[config.mk]
export PLATFORM = sky130hd
export DESIGN_NAME = prio_irq_ctrl
export DESIGN_NICKNAME = d
export VERILOG_FILES = /design/src/rtl/irq_pkg.sv /design/src/rtl/irq_cells.sv /design/src/rtl/irq_svc.sv /design/src/rtl/irq_inhibit.sv /design/src/rtl/prio_irq_ctrl.sv
export SDC_FILE = /design/constraint.sdc
export NUM_CORES = 1
export LEC_CHECK = 0
export CAP_MARGIN = 20
export CORE_MARGIN = 2
export CORE_UTILIZATION = 34
export DETAILED_ROUTE_END_ITERATION = 10
export PLACE_DENSITY = 0.94
export SYNTH_ARGS = -nofsm -noshare
export SYNTH_HDL_FRONTEND = slang
export SYNTH_SLANG_ARGS = --single-unit
[constraint.sdc]
create_clock -name clk -period 3.9 [get_ports clk]
set_input_delay 0.585 -clock clk [delete_from_list [all_inputs] [get_ports clk]]
set_output_delay 0.585 -clock clk [all_outputs]
set_load 0.02 [all_outputs]
[src/rtl/irq_pkg.sv]
package irq_pkg;
  localparam int unsigned DEF_CELLS     = 5;
  localparam int unsigned DEF_BUS_W     = 16;
  localparam int unsigned DEF_VEC_BASE  = 1024;
  localparam int unsigned DEF_VEC_SHIFT = 2;
endpackage

[src/rtl/irq_cells.sv]
module irq_cells #(
  parameter int unsigned N  = 5,
  parameter int unsigned CW = 3
) (
  input  logic          clk,
  input  logic          rst_n,
  input  logic          gen_rst,
  input  logic [N-1:0]  set_i,
  input  logic          kill_stb,
  input  logic [CW-1:0] kill_sel,
  output logic [N-1:0]  pend_o,
  output logic [CW-1:0] code_o
);
  logic [N-1:0] cells_q, cells_d, kill_hit;

  for (genvar g = 0; g < N; g++) begin : g_kill
    assign kill_hit[g] = kill_stb && (kill_sel == CW'(g + 1));
  end

  always_comb begin
    if (gen_rst) cells_d = '0;
    else         cells_d = (cells_q & ~kill_hit) | set_i;
  end

  always_ff @(posedge clk or negedge rst_n) begin
    if (!rst_n) cells_q <= '0;
    else        cells_q <= cells_d;
  end

  // lowest index wins: scan downward so the last hit is the smallest index
  always_comb begin
    code_o = '0;
    for (int i = N - 1; i >= 0; i--) begin
      if (cells_q[i]) code_o = CW'(i + 1);
    end
  end

  assign pend_o = cells_q;
endmodule

[src/rtl/irq_svc.sv]
module irq_svc #(
  parameter int unsigned CW = 3
) (
  input  logic          clk,
  input  logic          rst_n,
  input  logic          gen_rst,
  input  logic          latch_stb,
  input  logic          clear_stb,
  input  logic [CW-1:0] code_i,
  output logic [CW-1:0] svc_o
);
  logic [CW-1:0] svc_q, svc_d;
  logic          svc_en;

  assign svc_en = gen_rst | latch_stb | clear_stb;

  always_comb begin
    if (gen_rst || clear_stb) svc_d = '0;
    else                      svc_d = code_i;
  end

  always_ff @(posedge clk or negedge rst_n) begin
    if (!rst_n)      svc_q <= '0;
    else if (svc_en) svc_q <= svc_d;
  end

  assign svc_o = svc_q;
endmodule

[src/rtl/irq_inhibit.sv]
module irq_inhibit (
  input  logic clk,
  input  logic rst_n,
  input  logic gen_rst,
  input  logic inh_set_stb,
  input  logic inh_rel_stb,
  input  logic ovf_chk_stb,
  input  logic ovf_seen,
  input  logic ovf_clr_stb,
  output logic inh_o,
  output logic inh1_o
);
  logic inh_q, inh_d, inh1_q, inh1_d;

  always_comb begin
    inh_d = inh_q;
    if (inh_rel_stb)                inh_d = 1'b0;
    if (inh_set_stb || gen_rst)     inh_d = 1'b1;
    inh1_d = inh1_q;
    if (ovf_clr_stb)                inh1_d = 1'b0;
    if (ovf_chk_stb && ovf_seen)    inh1_d = 1'b1;
  end

  always_ff @(posedge clk or negedge rst_n) begin
    if (!rst_n) begin
      inh_q  <= 1'b1;
      inh1_q <= 1'b0;
    end else begin
      inh_q  <= inh_d;
      inh1_q <= inh1_d;
    end
  end

  assign inh_o  = inh_q;
  assign inh1_o = inh1_q;
endmodule

[src/rtl/prio_irq_ctrl.sv]
module prio_irq_ctrl
  import irq_pkg::*;
#(
  parameter int unsigned NUM_CELLS = DEF_CELLS,
  parameter int unsigned BUS_W     = DEF_BUS_W,
  parameter int unsigned VEC_BASE  = DEF_VEC_BASE,
  parameter int unsigned VEC_SHIFT = DEF_VEC_SHIFT
) (
  input  logic                 clk,
  input  logic                 rst_n,
  input  logic [NUM_CELLS-1:0] req_pulse,
  input  logic                 gen_rst,
  input  logic                 latch_stb,
  input  logic                 kill_stb,
  input  logic                 clear_stb,
  input  logic                 ovf_chk_stb,
  input  logic                 ovf_clr_stb,
  input  logic                 inh_set_stb,
  input  logic                 inh_rel_stb,
  input  logic                 vec_rd_stb,
  input  logic [BUS_W-1:0]     wr_bus,
  output logic                 irq,
  output logic [BUS_W-1:0]     rd_bus
);
  localparam int unsigned CODE_W = $clog2(NUM_CELLS + 1);

  logic [NUM_CELLS-1:0] pend;
  logic [CODE_W-1:0]    enc_code, svc_q;
  logic                 inh_q, inh1_q, ovf_seen;

  assign ovf_seen = wr_bus[BUS_W-1] ^ wr_bus[BUS_W-2];

  irq_cells #(.N(NUM_CELLS), .CW(CODE_W)) u_cells (
    .clk(clk), .rst_n(rst_n), .gen_rst(gen_rst), .set_i(req_pulse),
    .kill_stb(kill_stb), .kill_sel(svc_q), .pend_o(pend), .code_o(enc_code)
  );

  irq_svc #(.CW(CODE_W)) u_svc (
    .clk(clk), .rst_n(rst_n), .gen_rst(gen_rst), .latch_stb(latch_stb),
    .clear_stb(clear_stb), .code_i(enc_code), .svc_o(svc_q)
  );

  irq_inhibit u_inh (
    .clk(clk), .rst_n(rst_n), .gen_rst(gen_rst), .inh_set_stb(inh_set_stb),
    .inh_rel_stb(inh_rel_stb), .ovf_chk_stb(ovf_chk_stb), .ovf_seen(ovf_seen),
    .ovf_clr_stb(ovf_clr_stb), .inh_o(inh_q), .inh1_o(inh1_q)
  );

  assign irq = (enc_code != '0) && (svc_q == '0) && !inh1_q && !inh_q;

  always_comb begin
    if (vec_rd_stb) rd_bus = BUS_W'(VEC_BASE) + (BUS_W'(svc_q) << VEC_SHIFT);
    else            rd_bus = '0;
  end
endmodule

==> results by group, run 1 <==
Detailed routing
  • Pre-antenna DRT Iters: 4
  • Metal3 WL: 96 um
  • Initial DRC count: 11
  • Met1 WL: 471 um
  • Drt wl/cell: 11.3 um
  • WL met2: 643 um
  • Post-route ant nets: 0
  • Uppermost routed layer: met3
  • Vias per cell: 4.79
  • Via count: 513
  • WL final: 1.21 mm
  • # DRC: 0

Global route
  • Initial antenna violation count: 0
  • Total global routing overflow: 0
  • Vias in the first global route: 513
  • GRT Total Usage: 0.144
  • Largest net degree at the start of global routing: 11
  • Global-route wire length before repair: 2.08 mm

STA
  • Worst hold slack: 0.503 ns
  • Final Cycle Share: 0.698
  • RSZ-0062 raised after global routing: no
  • Setup tns final: 0 ns
  • Final setup fails: 0
  • Final Hold Viols: 0
  • Max-slew violations: 0
  • Final min period: 2.72 ns
  • Achievable Freq: 368 MHz
  • Worst Skew: 0.00179 ns

Logic synthesis
  • Top post-synthesis cells by area: dfrtp_1 (38%), buf_4 (16%), nor2_1 (5.0%)
  • Largest area contributor in the netlist: dfrtp_1
  • Syn_area_per_cell: 8.96 um2
  • YS warnings: 0
  • Cell Area, Synth: 601 um2
  • Distinct cell type count after synthesis: 25
  • Sequential area share after synthesis: 0.419
  • Synth top area share: 0.375
  • Cells after Synth: 67
  • Synth Register Bits: 10

Clocking
  • CTS Buffer Depth: 2
  • Clk sinks: 10
  • Hold-fix buffers at CTS: 0
  • Num CTS Buffers: 3
  • Clk root buf: clkbuf_4
  • Post-CTS Setup Bufs: 0
  • TritonCTS clock tree: done
  • H-tree Lvls: 1
  • Resize count post-CTS: 0
  • Clk slew on worst S/H paths: 0.07 ns
  • Later-pin clock latency in the skew report: 0.26 ns

Die
  • Die X: 46.0 um
  • # rows: 15
  • Core box area: 1690 um2
  • Starting Density: 0.356
  • IO Pins: 49
  • Die ar.: 2120 um2
  • Die Span Y: 46.0 um

Worst setup path
  • Worst EP arrival: 2.14 ns
  • CP Launch Type: flip-flop
  • Critical path class: reg2out
  • Crit end category: output pin
  • Req. time, crit path: 3.31 ns
  • CP max FO: 8

Layout
  • Final net count: 123
  • Area Overhead vs Synth: 36.3%
  • Utilization after layout: 0.484
  • Ant diodes: 0
  • Fraction of layout instances using a drive strength above 1: 0.0667
  • Fillers: 176
  • Area occupied by multi-input gates: 282 um2
  • Register area: 251 um2

Run status
  • Outcome: finished clean

Worst hold path
  • Hold Path Class: reg2reg

Flow run
  • Max_cap viols: 0

Pwr
  • Leak pwr: 0.000348 uW
  • Cell Pwr Density: 320 nW/um2
  • Clock power frac: 0.359
  • Sequential share of power: 0.444
  • Final total power: 262 uW
  • Switch share: 0.266
  • Internal: 192 uW
  • Worst vdd ir: 0.212 mV
  • P_sw: 69.5 uW
  • Gate power share: 0.197

Place
  • Post-DP HPWL: 933 um
  • Port buffer count: 22
  • Routability cong.: 0.763
## per-layer routing
metal	vias to the layer above	track usage
met3	0	0.0437
li1	252	-
met2	25	0.250
met4	0	0.0857
met5	-	0
met1	236	0.148
## through the flow
step           instance area [um2]  setup WS [ns]  std cells
2_1_floorplan                  642           1.82         78
3_5_place_dp                   782           1.44        103
4_1_cts                        818           1.13        107
5_1_grt                        818           1.08        107
6_report                       818           1.18        107
3_3_place_gp                   782           1.45        103
## critical path, cell delays in order (launching register included)
cell and delay (ns):
dfrtp_1 0.46, or4_1 0.54, a211oi_1 0.24, clkdlybuf4s50_1 0.64
## final cells by class
cell class                 instances  share of cell area
multi-input combinational         52               0.344
tap                               17              0.0260
clock buffer                       4              0.0443
inverter                           2             0.00917
sequential                        10               0.307
timing repair buffer              22               0.269
## cells in the mapped netlist (all sizes together)
library cell / number
conb: 1
nand4bb: 1
nand3b: 1
xor2: 1
nand4b: 2
and2: 3
o21bai: 1
buf: 13
or4: 1
nor2: 8
nor2b: 2
dfrtp: 9
inv: 2
o21ai: 3
or2b: 1
a21oi: 3
nand2: 3
a211oi: 3
nor4: 2
dfstp: 1
nand2b: 1
clkbuf: 1
a2111oi: 1
nor3: 3
## path summary, 6_finish.rpt
kind                                         from  cells after the start             end  slack (ns)
worst max register to register  u_cells.pend_o[2]                      3  u_svc.svc_o[2]        2.75
worst min register to register        u_inh.inh_o                      2     u_inh.inh_o        0.50
worst max-delay path               u_svc.svc_o[1]                      3             irq        1.18
worst min-delay path                  u_inh.inh_o                      2     u_inh.inh_o        0.50
min in group asynchronous                   rst_n                      1  u_svc.svc_o[0]        0.63
max in group asynchronous                   rst_n                      1     u_inh.inh_o        2.93
## cell families (layout without fill, tap and decap cells)
family	Yosys count	count (layout)	share of synthesized area
XOR/XNOR	1	1	0.0146
flip-flops	10	10	0.419
AND/OR/NAND/NOR	28	28	0.265
AO/OA/AOI/OAI	11	11	0.115
other	1	12	0.00624
buffers and inverters	16	28	0.181
## state kept, by name, indices dropped and copies added, names as in the netlist
register,count
u_cells.pend_o,5
u_inh.inh_o,1
u_inh.inh1_o,1
u_svc.svc_o,3
## power by group through the flow
stage | sequential (uW) | clock [uW] | combinational [uW]
2_1_floorplan | 116 | 0 | 35.4
3_3_place_gp | 118 | 0 | 50.1
3_5_place_dp | 118 | 0 | 51.5
4_1_cts | 116 | 98.1 | 51.8
5_1_grt | 117 | 104 | 57.1
6_report | 116 | 93.9 | 51.5
## layout by cell type (no fill, tap or decap), drive strengths merged, types with 2 or more instances in the layout
master,netlist,layout
a211oi,3,3
a21oi,3,3
and2,3,3
clkbuf,1,4
clkdlybuf4s50,0,22
conb,1,12
dfrtp,9,9
inv,2,2
nand2,3,3
nand4b,2,2
nor2,8,8
nor2b,2,2
nor3,3,3
nor4,2,2
o21ai,3,3
Power figures use the tool's default switching activity.
==> run 2, diff against run 1 <==
--- a/config.mk
+++ b/config.mk
@@ -6,10 +6,11 @@
 export NUM_CORES = 1
 export LEC_CHECK = 0
 export CAP_MARGIN = 20
+export CORE_ASPECT_RATIO = 0.7
 export CORE_MARGIN = 2
-export CORE_UTILIZATION = 34
+export CORE_UTILIZATION = 28
 export DETAILED_ROUTE_END_ITERATION = 10
-export PLACE_DENSITY = 0.94
+export PLACE_DENSITY = 0.85
 export SYNTH_ARGS = -nofsm -noshare
 export SYNTH_HDL_FRONTEND = slang
 export SYNTH_SLANG_ARGS = --single-unit
==> constraint.sdc (replaced) <==
create_clock -name clk -period 2.23 [get_ports clk]
set_input_delay 0.3345 -clock clk [delete_from_list [all_inputs] [get_ports clk]]
set_output_delay 0.3345 -clock clk [all_outputs]
set_load 0.02 [all_outputs]
==> run 2 against run 1 <==
Combinational power up 83%. Sequential power increased by 74%. Clock skew grew 0.0064 ns. Largest cell class unchanged. Cell count rose by 6.5%. Critical endpoint unchanged.
==> results by group, run 2 (same netlist as run 1, synthesis figures left out) <==
STA
  • Setup tns final: 0 ns (unchanged)
  • Achievable Freq: 470 MHz
  • Max-slew violations: 0 (unchanged)
  • Final Hold Viols: 0 (unchanged)
  • Final Cycle Share: 0.955
  • Final min period: 2.13 ns
  • RSZ-0062 raised after global routing: no
  • Final setup fails: 0 (unchanged)
  • Worst Skew: 0.00819 ns (+0.00641 ns)

Detailed routing
  • Pre-antenna DRT Iters: 4 (unchanged)
  • Via count: 525 (+2.3%)
  • Initial DRC count: 6 (-5)
  • Vias per cell: 4.61 (-3.9%)
  • WL final: 1.33 mm (+9.4%)
  • Post-route ant nets: 0 (unchanged)
  • # DRC: 0 (unchanged)
  • Drt wl/cell: 11.6 um (+2.7%)

Place
  • Port buffer count: 22 (unchanged)
  • Post-DP HPWL: 1.10 mm (+18%)
  • Inst Count DP: 110 (+6.8%)
  • Routability cong.: 0.873 (+14%)

Worst setup path
  • R2r endpoint: u_svc.svc_o[0]
  • Worst EP arrival: 1.80 ns (-0.34 ns)
  • CP max FO: 2 (-6)
  • Critical path class: reg2out
  • Critical Path Start: u_svc.svc_o[1]
  • Reg2Reg Depth: 3 (unchanged)
  • Slowest CP cell: or4_1
  • Critical path's largest stage delay: 0.51 ns (-0.13 ns)
  • Crit-path cells: or4_1 -> a211oi_1 -> dlygate4sd2_1
  • CP bufs+invs: 1 (unchanged)
  • RR Startpoint: u_cells.pend_o[3]
  • CP Launch Type: flip-flop
  • Req. time, crit path: 1.90 ns (-1.41 ns)
  • R2r setup slk: 1.01 ns (-1.74 ns)
  • Crit end category: output pin
  • Delay-heaviest family, CP: simple AND/OR/NAND/NOR gates
  • Worst Setup EP: irq
  • Stages on worst setup path: 3 (unchanged)

Pwr
  • Internal: 337 uW (+76%)
  • Switch share: 0.259 (-0.00675)
  • Cell Pwr Density: 543 nW/um2 (+70%)
  • Sequential share of power: 0.445 (about the same)
  • Gate power share: 0.207 (+0.010)
  • P_sw: 118 uW (+69%)
  • Leak pwr: 0.000363 uW (+4.4%)
  • Worst vdd ir: 0.300 mV (+42%)
  • Clock power frac: 0.348 (-0.011)

Layout
  • Commonest non-fill, non-tap cell in the layout: clkdlybuf4s50_1
  • Ant diodes: 0 (unchanged)
  • Max reg flops: 5 (unchanged)
  • Final net count: 125 (+1.6%)
  • Area Overhead vs Synth: 39.6%
  • Fraction of layout instances using a drive strength above 1: 0.0870 (+0.0203)
  • Commonest non-fill, non-tap cells in the layout: clkdlybuf4s50_1 (21), conb_1 (12), dfrtp_1 (9)
  • Fillers: 202 (+15%)
  • Fin cells: 114 (+6.5%)

Flow run
  • Max_cap viols: 0 (unchanged)

Global route
  • Initial antenna violation count: 0 (unchanged)
  • Total global routing overflow: 0 (unchanged)
  • Vias in the first global route: 530 (+3.3%)
  • Largest net degree at the start of global routing: 11 (unchanged)
  • GRT Total Usage: 0.118 (-0.0253)
  • Global-route wire length before repair: 2.16 mm (+3.6%)

Clocking
  • TritonCTS clock tree: done
  • Clk sinks: 10 (unchanged)
  • H-tree Lvls: 1 (unchanged)
  • Num CTS Buffers: 3 (unchanged)
  • Hold-fix buffers at CTS: 0 (unchanged)
  • CTS Buffer Depth: 2 (unchanged)
  • Clk root buf: clkbuf_4
  • Later-pin clock latency in the skew report: 0.26 ns (about the same)
  • Clk slew on worst S/H paths: 0.07 ns (about the same)

Die
  • IO Pins: 49 (unchanged)
  • Die ar.: 2540 um2 (+20%)
  • Starting Density: 0.310 (-0.0453)
  • # rows: 13 (-2)
  • Core box area: 1940 um2 (+15%)
  • Die Span Y: 42.8 um (-7.1%)
  • Die X: 59.4 um (+29%)

Worst hold path
  • Hold Path Class: in2async

Run status
  • Outcome: finished clean
[run 2: power by group through the flow]
| stage | Sequential (uW) | Combinational, uW | Clock (uW) |
|---|---|---|---|
| floorplan | 204 | 61.9 | 0 |
| global placement | 204 | 92.5 | 0 |
| detailed placement | 206 | 95.1 | 0 |
| CTS | 202 | 95.0 | 162 |
| global route | 204 | 104 | 175 |
| finish | 202 | 94.3 | 158 |
[run 2: final cells by class]
cell class | count | area (um2) | share of cell area
multi-input combinational | 52 | 282 | 0.336
sequential | 10 | 251 | 0.300
tap | 22 | 27.5 | 0.0328
clock buffer | 4 | 36.3 | 0.0433
inverter | 2 | 7.51 | 0.00896
timing repair buffer | 24 | 234 | 0.279
[run 2: per-stage QoR]
step	hold WS, ns	area [um2]	utilization	power, uW	setup slack [ns]
after global placement	0.478	803	0.415	297	0.130
after global routing	0.413	838	0.433	483	0.0189
after detailed placement	0.492	803	0.415	301	0.142
final	0.376	838	0.433	455	0.100
after CTS	0.389	838	0.433	459	0.143
after floorplan	0.0389	642	-	266	0.400
[run 2: repair_timing]
| action | 4_1_cts | 5_1_grt |
|---|---|---|
| resized for setup | 1 | 0 |
| buffers inserted | 0 | 0 |
| endpoints found under the setup margin | 1 | 0 |
[run 2: worst min-delay path by stage]
| stage | slack, ns | endpoint | start |
|---|---|---|---|
| 2_1_floorplan | 0.04 | u_cells.pend_o[0] | rst_n |
| 3_3_place_gp | 0.48 | u_inh.inh_o | u_inh.inh_o |
| 3_5_place_dp | 0.49 | u_inh.inh_o | u_inh.inh_o |
| 4_1_cts | 0.39 | u_cells.pend_o[0] | rst_n |
| 5_1_grt | 0.41 | u_cells.pend_o[4] | rst_n |
| 6_report | 0.38 | u_cells.pend_o[0] | rst_n |
[run 2: metal layers]
metal	share of wire	global-route usage	up-vias
li1	-	-	257
met5	0	0	-
met1	0.41	0.117	243
met4	0	0.0318	0
met2	0.51	0.215	25
met3	0.078	0.0579	0
